<file path="src/rtl/zbt_pkg.sv">
package zbt_pkg;
  typedef enum logic [1:0] {
    OP_NONE  = 2'd0,
    OP_READ  = 2'd1,
    OP_WRITE = 2'd2
  } zbt_op_e;
endpackage

</file>
<file path="src/rtl/zbt_cmd_decode.sv">
module zbt_cmd_decode
  import zbt_pkg::*;
#(
  parameter int AW    = 6,
  parameter int LANES = 4
) (
  input  logic             load_n,
  input  logic             sel_n,
  input  logic             sel_hi,
  input  logic             sel2_n,
  input  logic             rd_wr,
  input  logic [AW-1:0]    addr,
  input  logic [AW-1:0]    burst_addr,
  input  logic [LANES-1:0] lane_wen_n,
  input  zbt_op_e          prev_op,
  output zbt_op_e          nxt_op,
  output logic [AW-1:0]    nxt_addr,
  output logic [LANES-1:0] nxt_wen_n
);
  logic chip_on;

  assign chip_on = !sel_n && sel_hi && !sel2_n;

  always_comb begin
    nxt_wen_n = lane_wen_n;
    if (!load_n) begin
      nxt_addr = addr;
      if (!chip_on)   nxt_op = OP_NONE;
      else if (rd_wr) nxt_op = OP_READ;
      else            nxt_op = OP_WRITE;
    end else begin
      nxt_addr = burst_addr;
      nxt_op   = prev_op;
    end
  end
endmodule

</file>
<file path="src/rtl/zbt_lane_mem.sv">
module zbt_lane_mem #(
  parameter int AW     = 6,
  parameter int LANES  = 4,
  parameter int LANE_W = 9
) (
  input  logic                    clk,
  input  logic                    wr_en,
  input  logic [AW-1:0]           acc_addr,
  input  logic [LANES-1:0]        wen_n,
  input  logic [LANES*LANE_W-1:0] wr_word,
  output logic [LANES*LANE_W-1:0] rd_word
);
  localparam int DEPTH = 1 << AW;

  for (genvar g = 0; g < LANES; g++) begin : g_lane
    logic [LANE_W-1:0] cells [DEPTH];

    always_ff @(posedge clk) begin
      if (wr_en && !wen_n[g]) begin
        cells[acc_addr] <= wr_word[g*LANE_W +: LANE_W];
      end
    end

    assign rd_word[g*LANE_W +: LANE_W] = cells[acc_addr];
  end
endmodule

</file>
<file path="src/rtl/zbt_sram.sv">
module zbt_sram
  import zbt_pkg::*;
#(
  parameter int AW     = 6,
  parameter int LANES  = 4,
  parameter int LANE_W = 9
) (
  input  logic                    clk,
  input  logic                    rst_n,
  input  logic                    clk_en_n,
  input  logic                    sel_n,
  input  logic                    sel_hi,
  input  logic                    sel2_n,
  input  logic                    load_n,
  input  logic                    rd_wr,
  input  logic [LANES-1:0]        lane_wen_n,
  input  logic                    out_en_n,
  input  logic [AW-1:0]           addr,
  input  logic [AW-1:0]           burst_addr,
  input  logic [LANES*LANE_W-1:0] wdata,
  output logic [LANES*LANE_W-1:0] rdata,
  output logic                    rdata_oe
);
  localparam int DW = LANES * LANE_W;

  // reset synchroniser: asserts at once, releases on the clock
  logic [1:0] rst_sync_q;
  logic       rst_int_n;

  always_ff @(posedge clk or negedge rst_n) begin
    if (!rst_n) rst_sync_q <= 2'b00;
    else        rst_sync_q <= {rst_sync_q[0], 1'b1};
  end
  assign rst_int_n = rst_sync_q[1];

  logic stage_en;
  assign stage_en = !clk_en_n;

  // stage 1: address/control, stage 2: data slot
  zbt_op_e          s1_op_q, s1_op_d, s2_op_q, s2_op_d, dec_op;
  logic [AW-1:0]    s1_addr_q, s1_addr_d, s2_addr_q, s2_addr_d, dec_addr;
  logic [LANES-1:0] s1_wen_q, s1_wen_d, s2_wen_q, s2_wen_d, dec_wen;
  logic [DW-1:0]    q_data_q, q_data_d, mem_word;
  logic             q_vld_q, q_vld_d, mem_wr;

  zbt_cmd_decode #(.AW(AW), .LANES(LANES)) u_dec (
    .load_n     (load_n),
    .sel_n      (sel_n),
    .sel_hi     (sel_hi),
    .sel2_n     (sel2_n),
    .rd_wr      (rd_wr),
    .addr       (addr),
    .burst_addr (burst_addr),
    .lane_wen_n (lane_wen_n),
    .prev_op    (s1_op_q),
    .nxt_op     (dec_op),
    .nxt_addr   (dec_addr),
    .nxt_wen_n  (dec_wen)
  );

  assign mem_wr = stage_en && (s2_op_q == OP_WRITE);

  zbt_lane_mem #(.AW(AW), .LANES(LANES), .LANE_W(LANE_W)) u_mem (
    .clk      (clk),
    .wr_en    (mem_wr),
    .acc_addr (s2_addr_q),
    .wen_n    (s2_wen_q),
    .wr_word  (wdata),
    .rd_word  (mem_word)
  );

  always_comb begin
    s1_op_d   = s1_op_q;
    s1_addr_d = s1_addr_q;
    s1_wen_d  = s1_wen_q;
    s2_op_d   = s2_op_q;
    s2_addr_d = s2_addr_q;
    s2_wen_d  = s2_wen_q;
    q_vld_d   = q_vld_q;
    q_data_d  = q_data_q;
    if (stage_en) begin
      s1_op_d   = dec_op;
      s1_addr_d = dec_addr;
      s1_wen_d  = dec_wen;
      s2_op_d   = s1_op_q;
      s2_addr_d = s1_addr_q;
      s2_wen_d  = s1_wen_q;
      q_vld_d   = (s2_op_q == OP_READ);
      if (s2_op_q == OP_READ) q_data_d = mem_word;
    end
  end

  always_ff @(posedge clk or negedge rst_int_n) begin
    if (!rst_int_n) begin
      s1_op_q   <= OP_NONE;
      s1_addr_q <= '0;
      s1_wen_q  <= '1;
      s2_op_q   <= OP_NONE;
      s2_addr_q <= '0;
      s2_wen_q  <= '1;
      q_vld_q   <= 1'b0;
      q_data_q  <= '0;
    end else begin
      s1_op_q   <= s1_op_d;
      s1_addr_q <= s1_addr_d;
      s1_wen_q  <= s1_wen_d;
      s2_op_q   <= s2_op_d;
      s2_addr_q <= s2_addr_d;
      s2_wen_q  <= s2_wen_d;
      q_vld_q   <= q_vld_d;
      q_data_q  <= q_data_d;
    end
  end

  assign rdata    = q_data_q;
  assign rdata_oe = q_vld_q && !out_en_n;
endmodule

</file>
<file path="config.mk">
export PLATFORM = sky130hd
export DESIGN_NAME = zbt_sram
export DESIGN_NICKNAME = d
export VERILOG_FILES = /design/src/rtl/zbt_pkg.sv /design/src/rtl/zbt_cmd_decode.sv /design/src/rtl/zbt_lane_mem.sv /design/src/rtl/zbt_sram.sv
export SDC_FILE = /design/constraint.sdc
export NUM_CORES = 2
export LEC_CHECK = 0
export BUFFER_PORTS_ARGS = -buffer_cell sky130_fd_sc_hd__buf_4
export CAP_MARGIN = 25
export CORE_ASPECT_RATIO = 1.4
export CORE_MARGIN = 1.5
export CORE_UTILIZATION = 47
export DETAILED_ROUTE_END_ITERATION = 12
export SYNTH_ARGS = -nofsm -noshare
export SYNTH_HDL_FRONTEND = slang
export SYNTH_SLANG_ARGS = --single-unit
</file>
<file path="constraint.sdc">
create_clock -name clk -period 2.6 [get_ports clk]
set_clock_uncertainty 0.15 [all_clocks]
set_input_delay 0.13 -clock clk [delete_from_list [all_inputs] [get_ports clk]]
set_output_delay 0.13 -clock clk [all_outputs]
set_load 0.01 [all_outputs]
</file>
# Word-level counts from Yosys, hierarchy flattened

Memories as Yosys holds them, arrays and structs flattened. A register that Yosys moved wholly into a read port is not among the register bits.
Index checks and enable logic that the tools add are counted.

Eq/ne operators: 2
Multiplexer cells: 11
Bitwise logic cells: 2
Reduce and logical (&&, ||, !) cells: 22

Operators with widths:

| operator             | count |
|---|---|
| $logic_not A1 Y1     | 12 |
| $logic_and A1 B1 Y1  | 8 |
| $mux W1              | 8 |
| $mux W6              | 1 |
| $mux W2              | 2 |
| $reduce_and A2 Y1    | 2 |
| $eq A2 B1 Y1 const B | 1 |
| $eq A2 B2 Y1 const B | 1 |
| $not A1 Y1           | 2 |

Register bits: 27
Bits in writable memories: 2304
Logic and storage cells: 49
Memories: 4

Memories:

| memory                | depth | width | read ports | clocked after Yosys merged registers in | write ports | line               | RTL |
|---|---|---|---|---|---|---|---|
| u_mem.g_lane[0].cells | 64    | 9     | 1          | 1                                       | 1           | zbt_lane_mem.sv:16 | `logic [LANE_W-1:0] cells [DEPTH];` |
| u_mem.g_lane[1].cells | 64    | 9     | 1          | 1                                       | 1           | zbt_lane_mem.sv:16 |  |
| u_mem.g_lane[2].cells | 64    | 9     | 1          | 1                                       | 1           | zbt_lane_mem.sv:16 |  |
| u_mem.g_lane[3].cells | 64    | 9     | 1          | 1                                       | 1           | zbt_lane_mem.sv:16 |  |

# Logic depth before layout (Yosys ltp)

Depth in word-level cells: 5
Mapped depth: 12
Gate-level depth less buffers: 6

# Modules after synthesis

A second synthesis with hierarchy kept.

Cells, all modules: 5315
Area total of the unflattened synthesis: 91121.1 µm²

By module, submodules not included:

| module         | times used | cells each | area an instance (µm²) |
|---|---|---|---|
| zbt_lane_mem   | 1          | 5163       | 88478.6 |
| zbt_sram       | 1          | 135        | 2501.1 |
| zbt_cmd_decode | 1          | 17         | 141.4 |

# Worst setup path before layout

No wires, ideal clock.

Path kind: reg-to-reg
From: register s2_addr_q[2]
To: memory u_mem.g_lane[2].cells[58][0] (enable)
Arrival time: 2.253 ns
Data required time: 2.063 ns
Setup slack: -0.190 ns
Cell stages (with the launch flop): 9
Path buffers: 7
Path through: dfrtp_1 -> buf_6 -> buf_4 -> buf_6 -> buf_2 -> buf_4 -> buf_2 -> buf_2 -> nor3_1

RTL lines:

| what                   | line               | RTL |
|---|---|---|
| start, declared        | zbt_sram.sv:41     | `logic [AW-1:0] s1_addr_q, s1_addr_d, s2_addr_q, s2_addr_d, dec_addr;` |
| start signal, assigned | zbt_sram.sv:108    | `s2_addr_q <= s2_addr_d;` |
| end, declared          | zbt_lane_mem.sv:16 |  |

Straight into the memory's write port.

==> Flow_metrics.wiki <==
{| class="wikitable"
! Metric !! Value
|-
| Row count || roughly 190
|-
| Arrival time at the worst endpoint || around 3.5 ns
|-
| Warning count from the yosys run || 0
|-
| Run status || finished with violations
|-
| Slack of the critical path || -0.1906 ns
|-
| Overall Global Routing Usage || 0.3163
|-
| Number of nets in the finished design || roughly 6300
|-
| Worst setup timing slack at the placement stage || -0.6298 ns
|-
| Failing checks || setup timing
|-
| Worst slew margin relative to its limit || 0.4264
|-
| Number of flops mapped to enable cells by yosys || 2304
|-
| Combinational share of power || 0.176
|-
| Drt total wl || approximately 320 mm
|-
| Remaining Overflow, GRT || 0
|-
| Part of the power in registers || 0.462
|-
| Count of nets left with antenna violations after detail routing || 0
|-
| TritonRoute pass-1 iters || 6
|-
| Clock Power Share || 0.362
|-
| Post-detailed-placement cell area || around 100000 sq um
|-
| Register clock-pin slew on the reported worst setup and hold paths || 0.07 ns
|-
| Peak supply drop || a little under 0.0007 V
|-
| Maximum clock frequency || between 300 and 400 MHz
|-
| Antenna violations before repair || 6
|-
| Number of distinct library cell variants in the gate-level netlist after synthesis || 73
|-
| Die outline area || 197800 sq um
|-
| Drt first-iter violations || 8432
|-
| Start-to-end type of the worst setup path || flop to flop
|-
| Number of buffer cells added on primary ports || 97
|-
| Number of primary I/O pins || between 90 and 100
|-
| Filler instances || around 14000
|-
| Layout-stage area growth over the synthesis result || 27.80%
|-
| Static leakage || about 39 nW
|-
| Time the worst path needs with I/O delays and setup || ~2.8 ns
|-
| Routability-driven placement congestion ratio || 0.9181
|-
| Later-pin clock latency in the skew report || 0.90 ns
|-
| Cell area after layout || 117200 sq um
|-
| Per-cell routed wire length || between 30 and 40 um
|-
| Final number of max-transition violations || 0
|-
| Unrepaired setup endpoints after global routing || true
|-
| Number of failing setup endpoints in the final timing report || approximately 340
|-
| CTS tree || done
|-
| Die width || about 380 um
|-
| Drt drc || 0
|-
| Total clock buffers created by CTS || roughly 220
|-
| Height of the die || 525.6 um
|-
| Post-synthesis area per instance || 18.23 sq um
|-
| Switching Share || 0.2618
|-
| Highest-count cells in the layout ignoring fill and taps || sky130_fd_sc_hd__edfxtp_1, sky130_fd_sc_hd__buf_4, sky130_fd_sc_hd__buf_12
|-
| Global-route wire length before repair || ~440 mm
|-
| Capturing element type of the critical path || flop
|-
| Via density per instance || 6.435
|-
| Largest fanout on the critical path || 8
|-
| Asr flop ratio synth || 0.02662
|-
| CTS Root Cell || sky130_fd_sc_hd__clkbuf_16
|-
| Core area || between 150000 and 200000 sq um
|-
| Sw power || 24.25 mW
|-
| Flip-flop cell with the highest count after synthesis || sky130_fd_sc_hd__edfxtp_1
|-
| CP startpoint kind || flop
|-
| Initial core utilization || 0.4737
|-
| Worst hold-check path type || input port to flop
|-
| Largest net degree at the start of global routing || 65
|-
| Count of maximum capacitance violations || 0
|-
| Proportion of synthesized chip area in sequential cells || 0.7718
|-
| CTS HTree Levels || 4
|-
| Netlist Area Pre-Place || 91700 sq um
|-
| Share of post-route cells with drive strength above 1 || 0.3689
|-
| Post-detail-place hpwl || between 200 and 250 mm
|-
| Power per Cell Area || 790.4 nW/um^2
|-
| Final Hold Viols || 0
|-
| Number of global-route vias before repair || 55490
|-
| Count of state elements after synthesis || roughly 2400
|-
| Internal power consumption || around 68 mW
|-
| Crit share post-route || 1.073
|-
| Buffer levels on the longest clock path || 4
|-
| CTS sink count || roughly 2400
|-
| Commonest non-fill, non-tap cell in the layout || sky130_fd_sc_hd__edfxtp_1
|-
| Worst Max-Slew Pin Slew || approximately 0.86 ns
|-
| Cells after Synth || ~5000
|-
| Post-synthesis net count || about 5100
|-
| Critical Path RT || 3.26 ns
|-
| DR vias || between 50000 and 60000
|}
==> routing by layer <==
metal	routed length, um	global-route usage	up-vias
li1	-	-	22960
met1	115500	0.4033	29530
met2	154000	0.5076	3773
met3	29380	0.05450	881
met4	23110	0.1922	4
met5	27	0	-
==> flip-flops by register name, indices dropped and copies added (netlist names) <==
signal / cells
q_vld_q: 1
rdata: 36
rst_sync_q: 2
s1_addr_q: 6
s1_op_q: 2
s1_wen_q: 4
s2_addr_q: 6
s2_op_q: 2
s2_wen_q: 4
u_mem.g_lane.cells: 2304
==> cell families (layout without fill, tap and decap cells) <==
logic type             after synthesis  in the layout  synth area share
multiplexers                       623            623           0.09637
other                                1              3        0.00004089
AO/OA/AOI/OAI                     1019           1019           0.08075
flip-flops                        2367           2367            0.7718
buffers and inverters              361           1699           0.02100
AND/OR/NAND/NOR                    658            661           0.03006
==> per-stage QoR <==
step                      cells  setup TNS (ns)  hold slack [ns]  power [mW]    util
after detailed placement   8197          -96.47          -0.2370       57.15  0.5365
after global routing       8881          -16.15          0.06799       94.54  0.6054
final                      8881          -8.717          0.05613       92.63  0.6054
after CTS                  8788          -3.505         0.002318       91.66  0.5933
after global placement     8197          -75.28          -0.2378       57.07  0.5365
after floorplan            5029          -11.20          -0.3156       49.33       -
==> synthesized netlist by cell type (19+ instances only) <==
cell type                  number  area (sq um)
sky130_fd_sc_hd__a22oi_1      178          1336
sky130_fd_sc_hd__nor2_1       362          1359
sky130_fd_sc_hd__edfxtp_1    2304         69190
sky130_fd_sc_hd__a31oi_1       46         287.8
sky130_fd_sc_hd__mux4_2       190          4279
sky130_fd_sc_hd__buf_2        120         600.6
sky130_fd_sc_hd__buf_1         24         90.09
sky130_fd_sc_hd__o22a_1        19         166.4
sky130_fd_sc_hd__a221o_1       31         310.3
sky130_fd_sc_hd__mux2_1        20         225.2
sky130_fd_sc_hd__a22o_1        37         324.1
sky130_fd_sc_hd__a221oi_1     214          1874
sky130_fd_sc_hd__nand2_1      181         679.4
sky130_fd_sc_hd__dfrtp_1       55          1376
sky130_fd_sc_hd__o22ai_1      131         819.5
sky130_fd_sc_hd__a21oi_1      129         645.6
sky130_fd_sc_hd__nand3_1       24         120.1
sky130_fd_sc_hd__buf_6         33         371.6
sky130_fd_sc_hd__o21ai_0       97         485.5
sky130_fd_sc_hd__mux2_2       146          1644
sky130_fd_sc_hd__mux2i_1      266          2663
sky130_fd_sc_hd__buf_4         46         345.3
sky130_fd_sc_hd__clkbuf_1     135         506.7
==> critical path, stage by stage (launching register included) <==
cell and delay (ns):
sky130_fd_sc_hd__dfrtp_4 0.57, sky130_fd_sc_hd__buf_12 0.22, sky130_fd_sc_hd__buf_16 0.16, sky130_fd_sc_hd__buf_12 0.11, sky130_fd_sc_hd__mux4_2 0.50, sky130_fd_sc_hd__nand2_1 0.11, sky130_fd_sc_hd__a21oi_2 0.09, sky130_fd_sc_hd__a221oi_4 0.33
sky130_fd_sc_hd__buf_4 0.18, sky130_fd_sc_hd__nand4_1 0.07, sky130_fd_sc_hd__o22a_1 0.19
==> power by group through the flow <==
stage | registers [mW] | logic, mW | clock network, mW
after floorplan | 43.3 | 6.00 | 0
after global placement | 43.6 | 13.5 | 0
after detailed placement | 43.6 | 13.5 | 0
after CTS | 42.8 | 15.2 | 33.7
after global routing | 42.8 | 16.6 | 35.1
final | 42.8 | 16.3 | 33.5
==> worst paths after layout <==
check	startpoint	depth (start not counted)	slack (ns)	endpoint
worst min-delay path	clk_en_n	5	0.06	q_vld_q
min in group asynchronous	rst_sync_q[1]	0	0.16	rdata[31]
worst max register to register	s2_addr_q[0]	10	-0.19	rdata[30]
max in group asynchronous	rst_sync_q[1]	1	1.30	s2_addr_q[2]
worst min register to register	rst_sync_q[1]	0	0.16	rdata[31]
worst max-delay path	s2_addr_q[0]	10	-0.19	rdata[30]
==> cell type report <==
cell class                 instances  area, sq um  area share
sequential                      2367        70790      0.6041
multi-input combinational       2304        21430      0.1828
timing repair buffer            1291        14430      0.1231
clock buffer                     278         5889     0.05026
tap                             2509         3139     0.02679
clock inverter                   127         1483     0.01265
inverter                           3        26.28   0.0002242
antenna                            2        5.005  0.00004271
==> what timing repair did <==
| item | CTS | global route |
|---|---|---|
| endpoints found under the hold margin | 2331 | 0 |
| setup buffers | 84 | 62 |
| pin swaps | 67 | 68 |
| hold buffers | 85 | 0 |
| cloned | 20 | 32 |
| setup endpoints to repair | 1333 | 858 |
| resized for setup | 355 | 376 |
No activity file was read; power rests on OpenSTA's default activity.
